$ cat src/rtl/block_reverser_pkg.sv
package block_reverser_pkg;

    localparam int DATA_W_DEF  = 8;
    localparam int DEPTH_DEF   = 16;
    localparam int DEC_W_DEF   = 4;
    localparam int EVEN_LAG    = 3;
    localparam int ODD_LAG     = 4;

    typedef enum logic {
        BANK0 = 1'b0,
        BANK1 = 1'b1
    } bank_e;

    function automatic int max_int(input int a, input int b);
        return (a > b) ? a : b;
    endfunction

    function automatic bank_e other_bank(input bank_e b);
        return (b == BANK0) ? BANK1 : BANK0;
    endfunction

endpackage

$ cat src/rtl/xfer_lag.sv
module xfer_lag
    import block_reverser_pkg::*;
#(
    parameter int EVEN_DLY = EVEN_LAG,
    parameter int ODD_DLY  = ODD_LAG
) (
    input  logic clk,
    input  logic rst,
    input  logic xfer,
    input  logic odd_taps,
    output logic swap_req
);
    localparam int LEN = max_int(max_int(EVEN_DLY, ODD_DLY), 2);

    logic [LEN-1:0] pipe;

    // pipe[i] holds the strobe sampled i+1 edges ago; it shifts every clock
    always_ff @(posedge clk) begin
        if (rst) pipe <= '0;
        else     pipe <= {pipe[LEN-2:0], xfer};
    end

    assign swap_req = odd_taps ? pipe[ODD_DLY-1] : pipe[EVEN_DLY-1];

endmodule

$ cat src/rtl/lifo_pair.sv
module lifo_pair
    import block_reverser_pkg::*;
#(
    parameter int DW    = DATA_W_DEF,
    parameter int DEPTH = DEPTH_DEF
) (
    input  logic          clk,
    input  logic          rst,
    input  logic          en,
    input  logic          swap,
    input  logic [DW-1:0] din,
    output logic [DW-1:0] q,
    output logic          ovf
);
    localparam int CW = $clog2(DEPTH + 1);
    localparam int AW = $clog2(DEPTH);

    logic [DW-1:0] mem [2][DEPTH];
    logic [CW-1:0] cnt [2];
    bank_e         wsel;
    bank_e         rsel;
    bank_e         rd_bank;
    logic [CW-1:0] rd_cnt;
    logic [AW-1:0] rd_idx;
    logic [AW-1:0] wr_idx;
    logic          full;

    assign rsel    = other_bank(wsel);
    assign rd_bank = swap ? wsel : rsel;
    assign rd_cnt  = cnt[rd_bank];
    assign rd_idx  = AW'(rd_cnt - CW'(1));
    assign wr_idx  = AW'(cnt[wsel]);
    assign full    = (cnt[wsel] == CW'(DEPTH));

    // Control state: counts, bank select, output register, flag
    always_ff @(posedge clk) begin
        if (rst) begin
            wsel   <= BANK0;
            cnt[0] <= '0;
            cnt[1] <= '0;
            q      <= '0;
            ovf    <= 1'b0;
        end else if (en) begin
            if (rd_cnt != '0) begin
                q            <= mem[rd_bank][rd_idx];
                cnt[rd_bank] <= rd_cnt - CW'(1);
            end else begin
                q <= '0;
            end
            if (swap) begin
                wsel      <= rsel;
                cnt[rsel] <= CW'(1);
            end else if (!full) begin
                cnt[wsel] <= cnt[wsel] + CW'(1);
            end else begin
                ovf <= 1'b1;
            end
        end
    end

    // Sample storage, no reset needed
    always_ff @(posedge clk) begin
        if (en) begin
            if (swap)       mem[rsel][0]      <= din;
            else if (!full) mem[wsel][wr_idx] <= din;
        end
    end

    assert_depth_bound_R8: assert property (@(posedge clk) disable iff (rst)
        (cnt[0] <= CW'(DEPTH)) && (cnt[1] <= CW'(DEPTH)));

    assert_ovf_sticky_R8: assert property (@(posedge clk) disable iff (rst)
        $past(ovf) |-> ovf);

    assert_hold_idle_R7: assert property (@(posedge clk) disable iff (rst)
        !en |=> $stable(q));

    assert_empty_zero_R6: assert property (@(posedge clk) disable iff (rst)
        (en && !swap && cnt[rsel] == '0) |=> (q == '0));

endmodule

$ cat src/rtl/bypass_line.sv
module bypass_line
    import block_reverser_pkg::*;
#(
    parameter int DW    = DATA_W_DEF,
    parameter int DEC_W = DEC_W_DEF
) (
    input  logic             clk,
    input  logic             rst,
    input  logic             en,
    input  logic [DEC_W-1:0] dec,
    input  logic [DW-1:0]    din,
    output logic [DW-1:0]    q
);
    localparam int STAGES = (1 << DEC_W) - 1;

    logic [DW-1:0] stg [STAGES];

    for (genvar i = 0; i < STAGES; i++) begin : g_stage
        if (i == 0) begin : g_head
            always_ff @(posedge clk) begin
                if (rst)     stg[0] <= '0;
                else if (en) stg[0] <= din;
            end
        end else begin : g_body
            always_ff @(posedge clk) begin
                if (rst)     stg[i] <= '0;
                else if (en) stg[i] <= stg[i-1];
            end
        end
    end

    always_ff @(posedge clk) begin
        if (rst)     q <= '0;
        else if (en) q <= (dec == '0) ? din : stg[DEC_W'(dec - DEC_W'(1))];
    end

    assert_dec0_pass_R9: assert property (@(posedge clk) disable iff (rst)
        (en && dec == '0) |=> (q == $past(din)));

endmodule

$ cat src/rtl/block_reverser.sv
module block_reverser
    import block_reverser_pkg::*;
#(
    parameter int DW    = DATA_W_DEF,
    parameter int DEPTH = DEPTH_DEF,
    parameter int DEC_W = DEC_W_DEF
) (
    input  logic             clk,
    input  logic             rst,
    input  logic             shift_en,
    input  logic             xfer,
    input  logic             rev_en,
    input  logic             odd_taps,
    input  logic [DEC_W-1:0] dec_factor,
    input  logic [DW-1:0]    pre_last,
    input  logic [DW-1:0]    stage_out,
    output logic [DW-1:0]    rev_out,
    output logic             overflow
);
    logic [DW-1:0] feed;
    logic          swap_req;
    logic [DW-1:0] lifo_q;
    logic [DW-1:0] byp_q;

    // Tap point: one register earlier for odd tap counts
    assign feed = odd_taps ? pre_last : stage_out;

    xfer_lag #(.EVEN_DLY(EVEN_LAG), .ODD_DLY(ODD_LAG)) u_lag (
        .clk      (clk),
        .rst      (rst),
        .xfer     (xfer),
        .odd_taps (odd_taps),
        .swap_req (swap_req)
    );

    lifo_pair #(.DW(DW), .DEPTH(DEPTH)) u_lifo (
        .clk  (clk),
        .rst  (rst),
        .en   (shift_en & rev_en),
        .swap (swap_req),
        .din  (feed),
        .q    (lifo_q),
        .ovf  (overflow)
    );

    bypass_line #(.DW(DW), .DEC_W(DEC_W)) u_byp (
        .clk (clk),
        .rst (rst),
        .en  (shift_en & ~rev_en),
        .dec (dec_factor),
        .din (feed),
        .q   (byp_q)
    );

    assign rev_out = rev_en ? lifo_q : byp_q;

endmodule

$ cat config.mk
export PLATFORM = sky130hd
export DESIGN_NAME = block_reverser
export DESIGN_NICKNAME = d
export VERILOG_FILES = /design/src/rtl/block_reverser_pkg.sv /design/src/rtl/xfer_lag.sv /design/src/rtl/lifo_pair.sv /design/src/rtl/bypass_line.sv /design/src/rtl/block_reverser.sv
export SDC_FILE = /design/constraint.sdc
export NUM_CORES = 1
export LEC_CHECK = 0
export BUFFER_PORTS_ARGS = -buffer_cell sky130_fd_sc_hd__buf_2
export CAP_MARGIN = 0
export CORE_MARGIN = 10
export CORE_UTILIZATION = 40
export CTS_CLUSTER_DIAMETER = 150
export CTS_CLUSTER_SIZE = 28
export DETAILED_ROUTE_END_ITERATION = 12
export PLACE_DENSITY = 0.64
export SYNTH_ARGS = -nofsm -noshare
export SYNTH_HDL_FRONTEND = slang
export SYNTH_SLANG_ARGS = --single-unit
$ cat constraint.sdc
create_clock -name clk -period 4.9 [get_ports clk]
set_input_delay 0 -clock clk [delete_from_list [all_inputs] [get_ports clk]]
set_output_delay 0 -clock clk [all_outputs]
set_load 0.01 [all_outputs]
# Yosys cells after proc, flatten, opt, wreduce, memory -nomap -nowiden
# Memories as Yosys holds them, arrays and structs flattened. A register that Yosys moved wholly into a read port is not among the register bits.
# Index checks and enable logic that the tools add are counted.
# word_totals
ff_bits	22
ramBits	386
input_bits	26
out_inout_bits	9
wordCells	106
memories	3
# memory_table
memory	depth	width	rd	rd_clocked_by_memory_dff	wr	line	rtl
u_lifo.mem	2	128	1	0	1	lifo_pair.sv:18	logic [DW-1:0] mem [2][DEPTH];
u_byp.stg	15	8	15	0	15	bypass_line.sv:16	logic [DW-1:0] stg [STAGES];
u_lifo.cnt	2	5	2	1	2	lifo_pair.sv:19	logic [CW-1:0] cnt [2];
# op_classes
addsub	3
n_lt_le_gt_ge	3
n_eq_ne	1
muxes	61
bitwise_logic	21
n_reduce_logical	9
# ops
op	n
$mux W128	3
$mux W8	22
$reduce_or A128 Y1	1
$bmux W8 S4	1
$demux W8 S4	1
$mux W1	31
$mux W5	3
$or A1 B1 Y1	15
$reduce_or A5 Y1	3
$ge A5 B5 Y1 const B	2
$not A4 Y5	2
$add A5 B1 Y5 const B	1
$eq A5 B5 Y1 const B	1
$lt A5 B1 Y1 const B	1
$reduce_bool A5 Y1	1
$sub A5 B1 Y5 const B	1
$logic_not A4 Y1	1
$sub A4 B1 Y4 const B	1
$reduce_and A3 Y1	1
$and A1 B1 Y1	2
$not A1 Y1	2
$reduce_and A2 Y1	1
$logic_and A1 B1 Y1	1

# Longest topological paths before layout
# Gate-level depths: netlist of run 1.
# An unclocked memory read counts as a cell.
# logic_depth
word_depth	10
ltp_mapped	15
mapped_depth_nobuf	12

# Cells and area by module
# A second synthesis of run 1 with hierarchy kept.
# unflattened
cells_unflattened	1082
area_unflattened_um2	17674.5
# modules_own_cells
mod	instances	cells_each	area_per_inst_um2
lifo_pair	1	650	11433.5
bypass_line	1	403	5841.9
block_reverser	1	20	279.0
xfer_lag	1	9	120.1

# Least setup slack after synthesis of run 1
# OpenSTA, ideal clock, no wires.
# synth_timing
path_type	reg2reg
from	memory u_lifo.cnt[1][0] (netlist name)
to	memory u_lifo.mem[0][32] (netlist name) (enable)
t_arrival_ps	3467
required_ps	4505
setup_slack_ps	1039
stages_incl_launch_ff	10
n_path_buf	4
synth_period_minus_slack_ps	3861
path_cell_list	edfxtp_1 -> clkbuf_1 -> clkbuf_1 -> buf_2 -> mux2i_1 -> ha_1 -> a21oi_1 -> o41ai_1 -> clkbuf_1 -> nor4_1
# synth_rtl
item	line
from (decl)	lifo_pair.sv:19
to (decl)	lifo_pair.sv:18

# Final worst setup path of run 1
# layout_timing
from	register u_lag.pipe[3]
to	register u_lifo.q[2]
# layout_between
elab_chain_len	9
# layout_rtl
item	line	rtl
from (decl)	xfer_lag.sv:15	logic [LEN-1:0] pipe;
from (signal assigned)	xfer_lag.sv:20	else pipe <= {pipe[LEN-2:0], xfer};
$mux W1 *	xfer_lag.sv:23	assign swap_req = odd_taps ? pipe[ODD_DLY-1] : pipe[EVEN_DLY-1];
$mux W1 *	lifo_pair.sv:29	assign rd_bank = swap ? wsel : rsel;
$mem_v2 Z2 W5	-	
$sub A5 B1 Y5	lifo_pair.sv:31	assign rd_idx = AW'(rd_cnt - CW'(1));
$not A4 Y5 (implied by the code)	lifo_pair.sv:45	q <= mem[rd_bank][rd_idx];
$bmux W8 S4	lifo_pair.sv:45	
$mux W8 (implied by the code) (2 in a row)	lifo_pair.sv:45	
$mux W8 *	lifo_pair.sv:44	if (rd_cnt != '0) begin
to (signal assigned)	lifo_pair.sv:45	
to (decl)	lifo_pair.sv:12	output logic [DW-1:0] q,
# Mark *: on every way between the ends. The rest lies on a longest branch, timed or not. The select of a mux whose other input is x is not followed.
# A chain may end at the register's enable or synchronous reset.

==> flow_metrics.tcl, run 1 <==
set metrics [dict create \
    status "complete, no violations" \
    start_kind "flip-flop" \
    grt_pass1_wl_mm 59.39 \
    pin_count 35 \
    hold_viol_final 0 \
    crit_chain "mux2i_4 > buf_4 > xnor2_4 > buf_4 > mux2i_1 > ha_2 > and3b_1 > o41a_1 > nor2_1 > buf_4 > nand2_1 > a211oi_1 > o41ai_2" \
    synth_edf_count 386 \
    crit_buf_inv 3 \
    dp_slack_ns 0.9817 \
    yosysUniqueCellTypes 53 \
    die_w_um 230.0 \
    layout_setup_ws_ns 1.034 \
    first_global_vias 9398 \
    antennaDiodeCount 0 \
    setup_viol 0 \
    numCtsBuffers 18 \
    synth_warnings 0 \
    cts-hold-fix-buffers 18 \
    rsz0062_at_grt "no" \
    fin_nets 1188 \
    path_common_cell "buf_4" \
    finalCriticalPeriod_ns 3.866 \
    critPathSlowestCell "buf_4" \
    cts.path.max_buffers 3 \
    gp_congestion 0.8886 \
    syn_area_um2 17640 \
    drt_wl_total_mm 38.26 \
    synth_cells 1120 \
    dp.cells 1702 \
    drtPass1Iterations 5 \
    dr.first_iter.drc_count 1014 \
    io_buffer_count 34 \
    skew_ns 0.03003 \
    clock-sinks 409 \
    grt_max_degree 91 \
    stdcell_count 1752 \
    syn-num-nets 1153 \
    dp_hpwl_mm 24.68 \
    die_area_um2 52890 \
    die-height_um 230.0 \
    setup_tns_ns 0 \
    antenna_found_initial 0 \
    core_um2 43360 \
    async_flop_share 0 \
    max_slew_margin 0.1596 \
    grt_overflow 0 \
    vias 9594 \
    drv_cap 0 \
    avgViaCountPerCell 5.476 \
    ys_ff_latch 409 \
    period_share 0.7890 \
    seq_area_frac_synth 0.6833 \
    drtAntennaViolNets 0 \
    syn2layout_area_growth_pct 9.045 \
    cts.reportedPaths.clkPinSlew_ns 0.11 \
    routedWlPerCell_um 21.84 \
    critPathMaxStageDelay_ns 0.49 \
    slew_violations 0 \
    grt_use_total 0.1427 \
    synth_top_cell_by_area "edfxtp_1" \
    crit_fanout 31 \
    synth_ff_type "edfxtp_1" \
    tightest_slew_ns 1.259 \
    ir_drop_mv 0.3305 \
    row_count 76 \
    cts_tree "done" \
    fmax_mhz 258.6 \
    critical_path_required_ns 5.35 \
    crit_arrival_ns 4.32 \
    post_cts_buffers 0 \
    min_path_type "in -> reg" \
    initial_core_util 0.4067 \
    nFillCells 3897 \
    leakagePower_nw 6.474 \
    synth_area_per_cell_um2 15.75 \
    yosysTopAreaCellShare 0.6572 \
    cp-end-kind "flip-flop" \
    path_class "reg -> reg" \
    power_density_nw_per_um2 336.7 \
    path_delay_family "compound AO/OA/AOI/OAI gates" \
    yosys-top-cells-area "edfxtp_1 66%, mux4_2 7.7%, mux2i_1 6.5%" \
    cts.root.buffer_cell "clkbuf_16" \
    drive_above_1_share 0.1465 \
    drc 0 \
    post_cts_resized 0 \
    worstSkewPairLatency_ns 0.57 \
    htreeDepth 1 \
]
worst paths after layout:
check	from	end	slack, ns	depth (start not counted)
max	u_lag.pipe[3]$_SDFF_PP0_	u_lifo.q[2]$_SDFFE_PP0P_	1.03	13
max reg2reg	u_lag.pipe[3]$_SDFF_PP0_	u_lifo.q[2]$_SDFFE_PP0P_	1.03	13
min reg2reg	u_lag.pipe[1]$_SDFF_PP0_	u_lag.pipe[2]$_SDFF_PP0_	0.47	1
min	pre_last[1]	u_byp.q[1]$_SDFFE_PP0P_	0.04	5
per-layer routing:
| layer | track usage | vias to the layer above | wire [µm] |
|---|---|---|---|
| met5 | 0 | - | 0 |
| met4 | 0.03330 | 0 | 626 |
| met3 | 0.02241 | 44 | 2470 |
| met2 | 0.2141 | 287 | 17160 |
| met1 | 0.2134 | 4926 | 18000 |
| li1 | - | 4337 | - |
worst register-to-register path, stage by stage (launching register included):
cell	delay [ns]
dfxtp_1	0.34
mux2i_4	0.14
buf_4	0.22
xnor2_4	0.14
buf_4	0.49
mux2i_1	0.28
ha_2	0.29
and3b_1	0.20
o41a_1	0.45
nor2_1	0.21
buf_4	0.26
nand2_1	0.17
a211oi_1	0.46
o41ai_2	0.13
state kept, by name, summed over array words and instances (netlist names), named ones only:
register,cells
u_byp.q,8
u_byp.stg,120
u_lag.pipe,4
u_lifo.cnt,10
u_lifo.mem,256
u_lifo.ovf,1
u_lifo.q,8
u_lifo.wsel,1
final cells by class:
class,instances,area [µm²],area share
clock buffer,30,495.5,0.02576
clock inverter,2,32.53,0.001691
inverter,18,75.07,0.003903
multi-input combinational,625,5263,0.2736
sequential,409,12050,0.6266
tap,585,732.0,0.03806
timing repair buffer,83,583.1,0.03032
cells by family after synthesis:
kind of cell,Yosys count,synth area share
DFF,409,0.6833
and+or+nand+nor,303,0.09102
muxes,188,0.1510
AOI/OAI and AO/OA,113,0.04228
buffers and inverters,86,0.02001
xor gates and xnor gates,14,0.007378
adders and majority gates,7,0.004966
cell usage in the layout (no fill, tap or decap), types with 2 or more instances in the layout:
master	Yosys	final
nor2b_1	15	15
nor2_1	51	51
xor2_1	5	4
buf_2	8	34
a211oi_1	21	21
o41ai_2	2	3
o21ai_0	12	12
o22ai_1	13	13
and3_1	5	4
xnor2_1	8	8
o311ai_0	2	2
inv_1	17	16
mux2i_1	115	115
a311o_1	3	3
o211ai_1	3	3
dfxtp_1	23	23
and3b_1	2	2
clkinv_8	0	2
dlygate4sd3_1	0	18
clkbuf_1	51	12
ha_1	7	6
mux4_2	60	60
mux2_2	11	11
nor3_1	8	8
edfxtp_1	386	386
nor3b_1	8	8
o2111ai_1	2	2
or3b_2	2	2
o21ai_1	3	3
and2_1	119	119
nand3_1	12	12
a31oi_1	9	9
nor4_1	8	8
nand3b_1	4	4
a21oi_1	33	33
buf_4	0	31
clkbuf_16	0	18
nand2_1	65	65
synthesized netlist by cell type (2+ instances only):
cell       count
a31oi_1        9
or3b_2         2
dfxtp_1       23
buf_1          7
and3_1         5
o211ai_1       3
ha_1           7
edfxtp_1     386
mux4_2        60
xnor2_1        8
nor3_1         8
inv_1         17
buf_2          8
mux2_2        11
nor2b_1       15
xor2_1         5
and3b_1        2
mux2i_1      115
nand3b_1       4
o22ai_1       13
nor3b_1        8
nor2_1        51
o21ai_1        3
buf_6          2
clkbuf_1      51
nor4_1         8
o2111ai_1      2
and2_1       119
a21oi_1       33
o311ai_0       2
o21ai_0       12
nand2_1       65
a211oi_1      21
a311o_1        3
o41ai_2        2
o41ai_1        2
nand3_1       12
through the flow:
step / hold WS (ns) / util / area (µm²) / power, mW
3_5_place_dp: 0.2261 / 0.4272 / 18520 / 4.776
5_1_grt: 0.04634 / 0.4435 / 19230 / 6.711
6_report: 0.04007 / 0.4435 / 19230 / 6.475
2_1_floorplan: 0.1282 / - / 17640 / 4.528
4_1_cts: 0.002073 / 0.4435 / 19230 / 6.519
3_3_place_gp: 0.2252 / 0.4272 / 18520 / 4.765
power breakdown:
group | total [mW] | internal (mW) | switching, mW
clock network | 1.77 | 0.716 | 1.05
registers | 3.99 | 3.93 | 0.0567
logic | 0.725 | 0.285 | 0.440
total | 6.48 | 4.93 | 1.55
Note: power is estimated with default switching activity, not from simulation.
==> run 2: changes to the inputs <==
Settings changed: PLACE_DENSITY 0.64 to 0.66.
Clock period 4.9 ns to 3.5 ns, I/O delays scaled along.
==> run 2 against run 1 <==
Sequential share of layout area shrank 0.51 points. Final area grew 0.83%. Combinational power grew 43%. Clock skew shrank 0.0044 ns. Register-to-register slack lost 0.79 ns. Routed wire length shrank 1.9%. Highest routed layer is now met5.
==> flow_metrics.tcl, run 2 (synthesized netlist as in run 1, its figures left out) <==
set metrics [dict create \
    status "complete, no violations" \
    min_path_type "in -> reg" \
    drtPass1Iterations 5 \
    drc 0 \
    critical_path_required_ns 3.94 \
    crit_arrival_ns 3.69 \
    grt_max_degree 72 \
    clock-sinks 409 \
    dp_hpwl_mm 24.23 \
    avgViaCountPerCell 5.429 \
    grt_overflow 0 \
    cts_tree "done" \
    grt_pass1_wl_mm 58.35 \
    die_w_um 230.0 \
    grt_use_total 0.1395 \
    path_class "reg -> reg" \
    pin_count 35 \
    syn2layout_area_growth_pct 9.946 \
    drt_wl_total_mm 37.52 \
    initial_core_util 0.4067 \
    layout_setup_ws_ns 0.2483 \
    skew_ns 0.02559 \
    fin_nets 1198 \
    tightest_slew_ns 1.186 \
    dp_slack_ns 0.1477 \
    cp-end-kind "flip-flop" \
    gp_congestion 0.9231 \
    die_area_um2 52890 \
    final_cell_mix "386 x edfxtp_1, 119 x and2_1, 115 x mux2i_1" \
    worstSkewPairLatency_ns 0.54 \
    crit_fanout 13 \
    setup_viol 0 \
    htreeDepth 1 \
    ir_drop_mv 0.5872 \
    power_density_nw_per_um2 470.0 \
    largest_reg_flops 256 \
    dr.first_iter.drc_count 638 \
    row_count 76 \
    routedWlPerCell_um 21.29 \
    drv_cap 0 \
    hold_viol_final 0 \
    vias 9566 \
    antennaDiodeCount 0 \
    numCtsBuffers 18 \
    layout_commonest_cell "edfxtp_1" \
    rsz0062_at_grt "no" \
    fmax_mhz 307.5 \
    drtAntennaViolNets 0 \
    antenna_found_initial 2 \
    slew_violations 0 \
    period_share 0.9290 \
    max_slew_margin 0.1996 \
    regMostFlops "u_lifo.mem" \
    finalCriticalPeriod_ns 3.252 \
    place_area_um2 18680 \
    first_global_vias 9500 \
    drive_above_1_share 0.1623 \
    start_kind "flip-flop" \
    cts.root.buffer_cell "clkbuf_16" \
    cts.path.max_buffers 3 \
    final_area_um2 19390 \
    leakagePower_nw 6.538 \
    fin_util 0.4472 \
    die-height_um 230.0 \
    top_regs "u_lifo.mem x256, u_byp.stg x120, u_lifo.cnt x10" \
    io_buffer_count 34 \
    core_um2 43360 \
    cts.reportedPaths.clkPinSlew_ns 0.12 \
]
[run 2: changes by cell type in the layout (fill, tap and decap cells not counted)]
cell / change
buf_4: +9
nor4_1: -8
nor4_2: +8
buf_12: +2
clkbuf_16: +1
clkinv_8: -1
dlygate4sd3_1: -1
nor2_1: -1
nor2_2: +1
[run 2: metrics by stage]
| stage | total power, mW | instances | TNS, ns | hold WS [ns] |
|---|---|---|---|---|
| global route | 9.437 | 1762 | 0 | 0.02369 |
| global placement | 6.700 | 1713 | 0 | 0.2797 |
| finish | 9.114 | 1762 | 0 | 0.008607 |
| CTS | 9.169 | 1762 | 0 | 0.007922 |
| floorplan | 6.343 | 1120 | -11.18 | 0.1282 |
| detailed placement | 6.715 | 1713 | 0 | 0.2934 |
[run 2: cell type report]
type	instances	area, µm²
clock buffers	31	520.5
well taps	585	732.0
flip-flops and latches	409	12050
fillers	3838	23970
clock inverters	1	16.27
repair buffers	93	680.7
inverters	18	75.07
multi-input cells	625	5315
[run 2: worst paths after layout]
| check | from | to | slack (ns) | cells after the start |
|---|---|---|---|---|
| worst max-delay path | u_lag.pipe[2]$_SDFF_PP0_ | u_lifo.q[2]$_SDFFE_PP0P_ | 0.25 | 12 |
| worst min-delay path | stage_out[5] | u_byp.stg[0][5]$_SDFFCE_PN0P_ | 0.009 | 3 |
| worst max register to register | u_lag.pipe[2]$_SDFF_PP0_ | u_lifo.q[2]$_SDFFE_PP0P_ | 0.25 | 12 |
| worst min register to register | u_byp.q[7]$_SDFFE_PP0P_ | u_byp.q[7]$_SDFFE_PP0P_ | 0.47 | 2 |
[run 2: repair_timing]
action	CTS	global route
gates resized for setup	0	0
hold buffers	17	0
setup endpoints to repair	0	0
endpoints found under the hold margin	19	0
setup buffers	0	0
[run 2: power breakdown]
| part | switching [mW] | internal (mW) |
|---|---|---|
| clock | 1.46 | 1.04 |
| sequential | 0.0739 | 5.50 |
| combinational | 0.624 | 0.417 |
| total | 2.15 | 6.96 |
[run 2: critical path, stage by stage (launching register included)]
cell and delay, ns:
dfxtp_1 0.34, mux2i_4 0.23, xnor2_4 0.17, mux2_4 0.42, inv_6 0.08, ha_2 0.26
or3b_2 0.46, a41oi_1 0.36, nor2_2 0.16, nor2_1 0.18, nand2_1 0.12, o22ai_1 0.27
o41ai_2 0.11
[run 2: per-layer routing]
metal  share of wire  global-route usage  vias to the layer above  wire length [µm]
met5         0.00045                   0                        -                17
li1                -                   -                     4351                 -
met3           0.054             0.01601                       49              2035
met1            0.46              0.2027                     4867             17130
met2            0.47              0.2196                      297             17650
met4           0.018             0.03392                        2               681
